--- config.mk ---
export PLATFORM = sky130hd
export DESIGN_NAME = brg_bank
export DESIGN_NICKNAME = d
export VERILOG_FILES = /design/src/rtl/brg_pkg.sv /design/src/rtl/brg_prescaler.sv /design/src/rtl/brg_divider.sv /design/src/rtl/brg_channel.sv /design/src/rtl/brg_bank.sv
export SDC_FILE = /design/constraint.sdc
export NUM_CORES = 1
export LEC_CHECK = 0
export BUFFER_PORTS_ARGS = -buffer_cell sky130_fd_sc_hd__buf_2
export CAP_MARGIN = 10
export CORE_UTILIZATION = 55
export DETAILED_ROUTE_END_ITERATION = 16
export GPL_TIMING_DRIVEN = 0
export MAX_ROUTING_LAYER = met4
export PLACE_DENSITY = 0.71
export SYNTH_ARGS = -nofsm -noshare
export SYNTH_HDL_FRONTEND = slang
export SYNTH_SLANG_ARGS = --single-unit
--- constraint.sdc ---
create_clock -name clk -period 4.2 [get_ports clk]
set_clock_uncertainty 0.1 [all_clocks]
set_input_delay 0.84 -clock clk [delete_from_list [all_inputs] [get_ports clk]]
set_output_delay 0.84 -clock clk [all_outputs]
set_load 0.01 [all_outputs]
--- src/rtl/brg_pkg.sv ---
package brg_pkg;

    localparam int BRG_WORD_W  = 32;
    localparam int BRG_DIV_W   = 12;
    localparam int BRG_DIV_LSB = 8;
    localparam int BRG_EN_BIT  = 0;
    localparam int BRG_PRE_BIT = 1;

    typedef struct packed {
        logic [BRG_DIV_W-1:0] div_m1;
        logic                 pre;
        logic                 en;
    } brg_cfg_t;

    function automatic brg_cfg_t brg_decode(input logic [BRG_WORD_W-1:0] w);
        brg_cfg_t c;
        c.en     = w[BRG_EN_BIT];
        c.pre    = w[BRG_PRE_BIT];
        c.div_m1 = w[BRG_DIV_LSB +: BRG_DIV_W];
        return c;
    endfunction

    // ratio = div_m1 + 1; odd ratio with no prescaler is illegal
    function automatic logic brg_ratio_illegal(input brg_cfg_t c);
        return !c.pre && !c.div_m1[0];
    endfunction

endpackage

--- src/rtl/brg_prescaler.sv ---
module brg_prescaler #(
    parameter int PRE_DIV = 16
) (
    input  logic clk,
    input  logic rst,
    input  logic load,
    input  logic run,
    input  logic bypass,
    output logic step
);
    localparam int PRE_W = (PRE_DIV > 1) ? $clog2(PRE_DIV) : 1;
    localparam logic [PRE_W-1:0] PRE_TOP = PRE_W'(PRE_DIV - 1);

    logic [PRE_W-1:0] cnt;

    always_ff @(posedge clk) begin
        if (rst || load) begin
            cnt <= PRE_TOP;
        end else if (run && !bypass) begin
            cnt <= (cnt == '0) ? PRE_TOP : cnt - 1'b1;
        end
    end

    assign step = run && (bypass || cnt == '0);
endmodule

--- src/rtl/brg_divider.sv ---
module brg_divider #(
    parameter int DIV_W = 12
) (
    input  logic             clk,
    input  logic             rst,
    input  logic             load,
    input  logic [DIV_W-1:0] load_val,
    input  logic [DIV_W-1:0] reload_val,
    input  logic             step,
    output logic             tick
);
    logic [DIV_W-1:0] cnt;

    always_ff @(posedge clk) begin
        if (rst) begin
            cnt <= '0;
        end else if (load) begin
            cnt <= load_val;
        end else if (step) begin
            cnt <= (cnt == '0) ? reload_val : cnt - 1'b1;
        end
    end

    assign tick = step && (cnt == '0);
endmodule

--- src/rtl/brg_channel.sv ---
module brg_channel
    import brg_pkg::*;
#(
    parameter int PRE_DIV = 16
) (
    input  logic     clk,
    input  logic     rst,
    input  logic     load,
    input  brg_cfg_t cfg_in,
    output logic     tick
);
    brg_cfg_t cfg_q;
    logic     step;

    always_ff @(posedge clk) begin
        if (rst) begin
            cfg_q <= '0;
        end else if (load) begin
            cfg_q <= cfg_in;
        end
    end

    brg_prescaler #(.PRE_DIV(PRE_DIV)) u_pre (
        .clk    (clk),
        .rst    (rst),
        .load   (load),
        .run    (cfg_q.en),
        .bypass (!cfg_q.pre),
        .step   (step)
    );

    brg_divider #(.DIV_W(BRG_DIV_W)) u_div (
        .clk        (clk),
        .rst        (rst),
        .load       (load),
        .load_val   (cfg_in.div_m1),
        .reload_val (cfg_q.div_m1),
        .step       (step),
        .tick       (tick)
    );
endmodule

--- src/rtl/brg_bank.sv ---
module brg_bank
    import brg_pkg::*;
#(
    parameter int NUM_GEN = 16,
    parameter int PRE_DIV = 16,
    localparam int IDX_W  = $clog2(NUM_GEN) + 1
) (
    input  logic                  clk,
    input  logic                  rst,
    input  logic                  wr_en,
    input  logic [IDX_W-1:0]      wr_idx,
    input  logic [BRG_WORD_W-1:0] wr_data,
    output logic [NUM_GEN-1:0]    tick,
    output logic                  cfg_err
);
    brg_cfg_t wr_cfg;
    logic     wr_valid;

    assign wr_cfg   = brg_decode(wr_data);
    assign wr_valid = wr_en && (wr_idx < IDX_W'(NUM_GEN));

    for (genvar g = 0; g < NUM_GEN; g++) begin : g_chan
        brg_channel #(.PRE_DIV(PRE_DIV)) u_chan (
            .clk    (clk),
            .rst    (rst),
            .load   (wr_valid && (wr_idx == IDX_W'(g))),
            .cfg_in (wr_cfg),
            .tick   (tick[g])
        );
    end

    always_ff @(posedge clk) begin
        if (rst) begin
            cfg_err <= 1'b0;
        end else if (wr_valid && brg_ratio_illegal(wr_cfg)) begin
            cfg_err <= 1'b1;
        end
    end
endmodule

# ---- Yosys cells after proc, flatten, opt, wreduce, memory -nomap -nowiden
# Index checks and enable logic that the tools add are counted.
dict set report word_totals {
  regBits 481
  input_bits 40
}
dict set report op_classes {
  n_addsub 32
  magnitude_cmp 1
  n_eq_ne 15
  muxes 64
  reduce_logical 166
}
# operator n
set ops {}
lappend ops {{$mux W12} 48}
lappend ops {{$logic_not A12 Y1} 16}
lappend ops {{$sub A12 B1 Y12 const B} 16}
lappend ops {{$logic_and A1 B1 Y1} 67}
lappend ops {{$logic_not A4 Y1} 16}
lappend ops {{$mux W4} 16}
lappend ops {{$sub A4 B1 Y4 const B} 16}
lappend ops {{$eq A5 B4 Y1 const B} 8}
lappend ops {{$logic_or A1 B1 Y1} 32}
lappend ops {{$reduce_bool A2 Y1} 16}
lappend ops {{$eq A5 B3 Y1 const B} 4}
lappend ops {{$logic_not A1 Y1} 18}
lappend ops {{$eq A5 B2 Y1 const B} 2}
lappend ops {{$eq A5 B1 Y1 const B} 1}
lappend ops {{$logic_not A5 Y1} 1}
lappend ops {{$lt A5 B5 Y1 const B} 1}

# ---- Depth between registers and ports, before layout
dict set report logic_depth {
  word_depth 5
  depth_mapped 9
}

# ---- Cells and area by module
# A second synthesis with hierarchy kept.
dict set report unflattened {
  cells_unflattened 3019
  area_unflattened_um2 27156.0
}
# module instances cells_each area_per_inst_um2
set by_module_without_submodules {}
lappend by_module_without_submodules {brg_divider 16 117 952.2}
lappend by_module_without_submodules {brg_channel 16 46 511.7}
lappend by_module_without_submodules {brg_prescaler 16 24 222.7}
lappend by_module_without_submodules {brg_bank 1 27 170.2}

# ---- Worst setup path before layout
# Ideal clock, no wire load.
dict set report synth_timing {
  path_kind {flip-flop to output port}
  start {reg g_chan[13].u_chan.u_div.cnt[0]}
  end {out tick[13]}
  t_arrival_ns 1.917
  path_slack_ns 1.343
  path_stages_with_launch 9
  path_cell_list {dfxtp_1 > inv_1 > ha_1 > or3b_2 > or3_1 > buf_6 > buf_6 > nor2_1 > buf_4}
}
dict set report synth_via {
  elab_chain_cells 2
}
# item line
set synth_rtl {}
lappend synth_rtl {{start, declared} brg_divider.sv:12} ;# logic [DIV_W-1:0] cnt;
lappend synth_rtl {{start signal, assigned} brg_divider.sv:18} ;# cnt <= load_val;
lappend synth_rtl {{start signal, assigned} brg_divider.sv:20} ;# cnt <= (cnt == '0) ? reload_val : cnt - 1'b1;
lappend synth_rtl {{$logic_not A12 Y1} brg_divider.sv:24} ;# assign tick = step && (cnt == '0);
lappend synth_rtl {{$logic_and A1 B1 Y1} brg_divider.sv:24}
lappend synth_rtl {{end, declared} brg_bank.sv:13} ;# output logic [NUM_GEN-1:0] tick,
# No other way between the ends.

# ---- Final worst setup path
dict set report layout_timing {
  start {reg g_chan[1].u_chan.u_div.cnt[0]}
  end {out tick[1]}
}
dict set report layout_via {
  elab_chain_cells 2
}
# item line
set layout_rtl {}
lappend layout_rtl {{start, declared} brg_divider.sv:12}
lappend layout_rtl {{start signal, assigned} brg_divider.sv:18}
lappend layout_rtl {{start signal, assigned} brg_divider.sv:20}
lappend layout_rtl {{$logic_not A12 Y1} brg_divider.sv:24}
lappend layout_rtl {{$logic_and A1 B1 Y1} brg_divider.sv:24}
# No other way between the ends.

==> impl_metrics.tcl <==
set metrics [dict create \
    hold_start "g_chan[3].u_chan.cfg_q[12]" \
    dr.pass1.iters 8 \
    run_status "finished, final reports clean" \
    drtIter0Drc 2645 \
    ys_types 87 \
    seqCellArea_um2 9629 \
    rsz0062_at_grt "no" \
    synth_fp_nets 3292 \
    yosys.area_share.simple_pct 25.31 \
    postRouteAntennaNets 0 \
    power_leakage_nw 9.848 \
    postCtsResizedCells 0 \
    cts.sinks 481 \
    required_ns 3.26 \
    clk_latency_ns 0.61 \
    postCtsSetupRepairBufs 0 \
    rr_worst_depth 7 \
    rr_endpoint "g_chan[3].u_chan.u_div.cnt[8]" \
    cts_max_level 2 \
    fin_area_um2 27330 \
    cts-root-buf "clkbuf_16" \
    fill_cells 3898 \
    start_util_pct 56.35 \
    io_pins 57 \
    wire_per_inst_um 21.61 \
    finalHoldViolCount 0 \
    die_w_um 213 \
    timing.slew.headroom_pct 6.045 \
    die_area_um2 45370 \
    drc 0 \
    grt_use_total_pct 37.89 \
    grt_pass1_wl_um 128000 \
    powerDensity_nw_per_um2 386.1 \
    synth-edff-count 0 \
    synth-async-reset-ratio_pct 0 \
    reg2reg_from "g_chan[3].u_chan.u_pre.cnt[0]" \
    grt_max_degree 14 \
    tightest_slew_ns 1.399 \
    antenna_found_initial 5 \
    cts_hold_buf 0 \
    overflow 0 \
    crit_type "flop to output port" \
    rows 76 \
    synthCells 3204 \
    cts_buffers 52 \
    start_kind "flop" \
    synth-seq-cells 481 \
    synth_top_family_by_area "simple AND/OR/NAND/NOR gates" \
    cp.arrival_ns 3.21 \
    clk_pin_slew_worst_paths_ns 0.06 \
    syn_area_um2 24490 \
    holdCritPathClass "flop to flop" \
    syn_to_final_growth_pct 11.59 \
    cp_max_fo 10 \
    startpoint "g_chan[1].u_chan.u_div.cnt[0]" \
    gp_congestion 1.002 \
    final_nets 3376 \
    core_um2 43460 \
    clk_path_buf_depth 3 \
    finalSetupViolCount 0 \
    min_to "g_chan[3].u_chan.cfg_q[12]" \
    end_kind "output port" \
    min_period_ns 4.147 \
    mostFrequentLayoutCells "703 x nand2_1, 481 x dfxtp_1, 312 x a21oi_1, 244 x nor2_1, 151 x clkbuf_1" \
    ys_seq_area_share_pct 39.32 \
    multi_input_area_um2 13770 \
    maxSlewViolCount 0 \
    max-cap-violations 0 \
    hold_depth 2 \
    hpwlAfterDp_um 57530 \
    synth_xor_xnor_area_share_pct 2.718 \
    final_layout_size_suffix_gt1_share_pct 6.068 \
    min_period_over_period_pct 98.74 \
    viasPerCell 6.342 \
    vias 24850 \
    io_buffers 25 \
    yosysWarnings 0 \
    ys.flop_type "dfxtp_1" \
    fin_setup_tns_ns 0 \
    place_area_um2 25420 \
    routed_wirelength_um 84710 \
    rrSetupSlack_ns 1.48 \
    dieHeight_um 213 \
    cts_tree "built" \
    synthAdderAreaFrac_pct 2.453 \
    final_common_cell "nand2_1" \
    postSynthAreaPerCell_um2 7.643 \
    peakVddDrop_mv 0.2924 \
    synthMuxAreaShare_pct 1.518 \
    fmax_ghz 0.2411 \
    synth_compound_area_share_pct 24.25 \
    grt_pass1_vias 23110 \
]
## worst max-delay path: stages, from the launching register on
cell      delay [ns]
dfxtp_1         0.38
inv_1           0.12
ha_1            0.18
nor3b_1         0.54
nand3_1         0.40
clkbuf_1        0.34
nor2_1          0.35
buf_4           0.17
buf_2           0.12
## registers in the layout, summed over array words and instances (netlist names)
signal	flops
cfg_err	1
g_chan.u_chan.cfg_q	224
g_chan.u_chan.u_div.cnt	192
g_chan.u_chan.u_pre.cnt	64
## cell families (layout without fill, tap and decap cells)
logic type,after synthesis,after routing
AO/OA/AOI/OAI,941,941
flip-flops,481,481
other,0,5
multiplexers,36,36
adder cells (fa/ha/maj),48,48
AND/OR/NAND/NOR,1357,1357
buffers and inverters,265,390
XOR/XNOR,76,76
## through the flow
| stage | setup slack, ns | std cells | util, % | power [mW] | hold WS [ns] |
|---|---|---|---|---|---|
| 2_1_floorplan | 1.343 | 3204 | - | 5.236 | 0.3312 |
| 3_3_place_gp | 0.02408 | 3814 | 58.32 | 5.528 | 0.3388 |
| 3_5_place_dp | 0.04680 | 3818 | 58.49 | 5.549 | 0.3432 |
| 4_1_cts | 0.1053 | 3913 | 62.82 | 10.54 | 0.3513 |
| 5_1_grt | 0.02219 | 3919 | 62.88 | 10.82 | 0.3688 |
| 6_report | 0.05292 | 3919 | 62.88 | 10.55 | 0.3486 |
## layer usage
| layer | up-vias | share of wire, % | GRT usage [%] |
|---|---|---|---|
| li1 | 11620 | - | - |
| met4 | 0 | 5.2 | 20.49 |
| met2 | 1160 | 45 | 59.04 |
| met3 | 260 | 9.0 | 6.927 |
| met1 | 11810 | 41 | 46.47 |
| met5 | - | 0 | - |
## final cells by class
class                   count  share of cell area, %
well taps                 585                  2.679
multi-input cells        2458                  50.41
clock buffers              70                  5.490
flip-flops and latches    481                  35.24
plain buffers             175                  2.729
repair buffers             30                 0.7784
inverters                  90                  1.236
diodes                      5                0.04579
clock inverters            25                  1.397
## report_power, final
part	switching (mW)	internal, mW	leakage (nW)	total [mW]
registers	0.0402	4.60	3.88	4.64
logic	0.614	0.232	5.03	0.846
clock network	1.96	3.11	0.936	5.07
## synthesized netlist by cell type (12+ instances only)
cell type  number  area [µm²]
nor3b_1        31       232.7
inv_1          89       334.1
nor2_1        244       915.9
o22ai_1        87       544.3
or4_1          22       165.2
nor3_1         80       400.4
nand2b_1       25       156.4
o211ai_1       50       375.4
mux2i_1        27       270.3
o21a_1         29       217.7
clkbuf_1      145       544.3
a311oi_1       12       105.1
ha_1           48       600.6
buf_4          16       120.1
nand3_1        90       450.4
nand2_1       703        2639
nand4_1        19       118.9
a31oi_1        54       337.8
a211oi_1       19       142.6
a21oi_1       312        1562
a21boi_0       93       698.2
nor2b_1        13       81.33
o31ai_1        16       120.1
xor2_1         27       236.5
o21ai_0       131       655.6
nor4_1         31       193.9
o2111ai_1      12       105.1
xnor2_1        49       429.2
or3_1          19       118.9
o32ai_1        35       306.5
dfxtp_1       481        9629
## worst max path at each step
stage / depth (start not counted) / end
floorplan: 8 / tick[13]
global placement: 5 / g_chan[10].u_chan.u_div.cnt[11]
detailed placement: 5 / g_chan[2].u_chan.u_div.cnt[3]
CTS: 8 / tick[1]
global route: 8 / tick[1]
finish: 8 / tick[1]
Note: power is estimated with default switching activity, not from simulation.
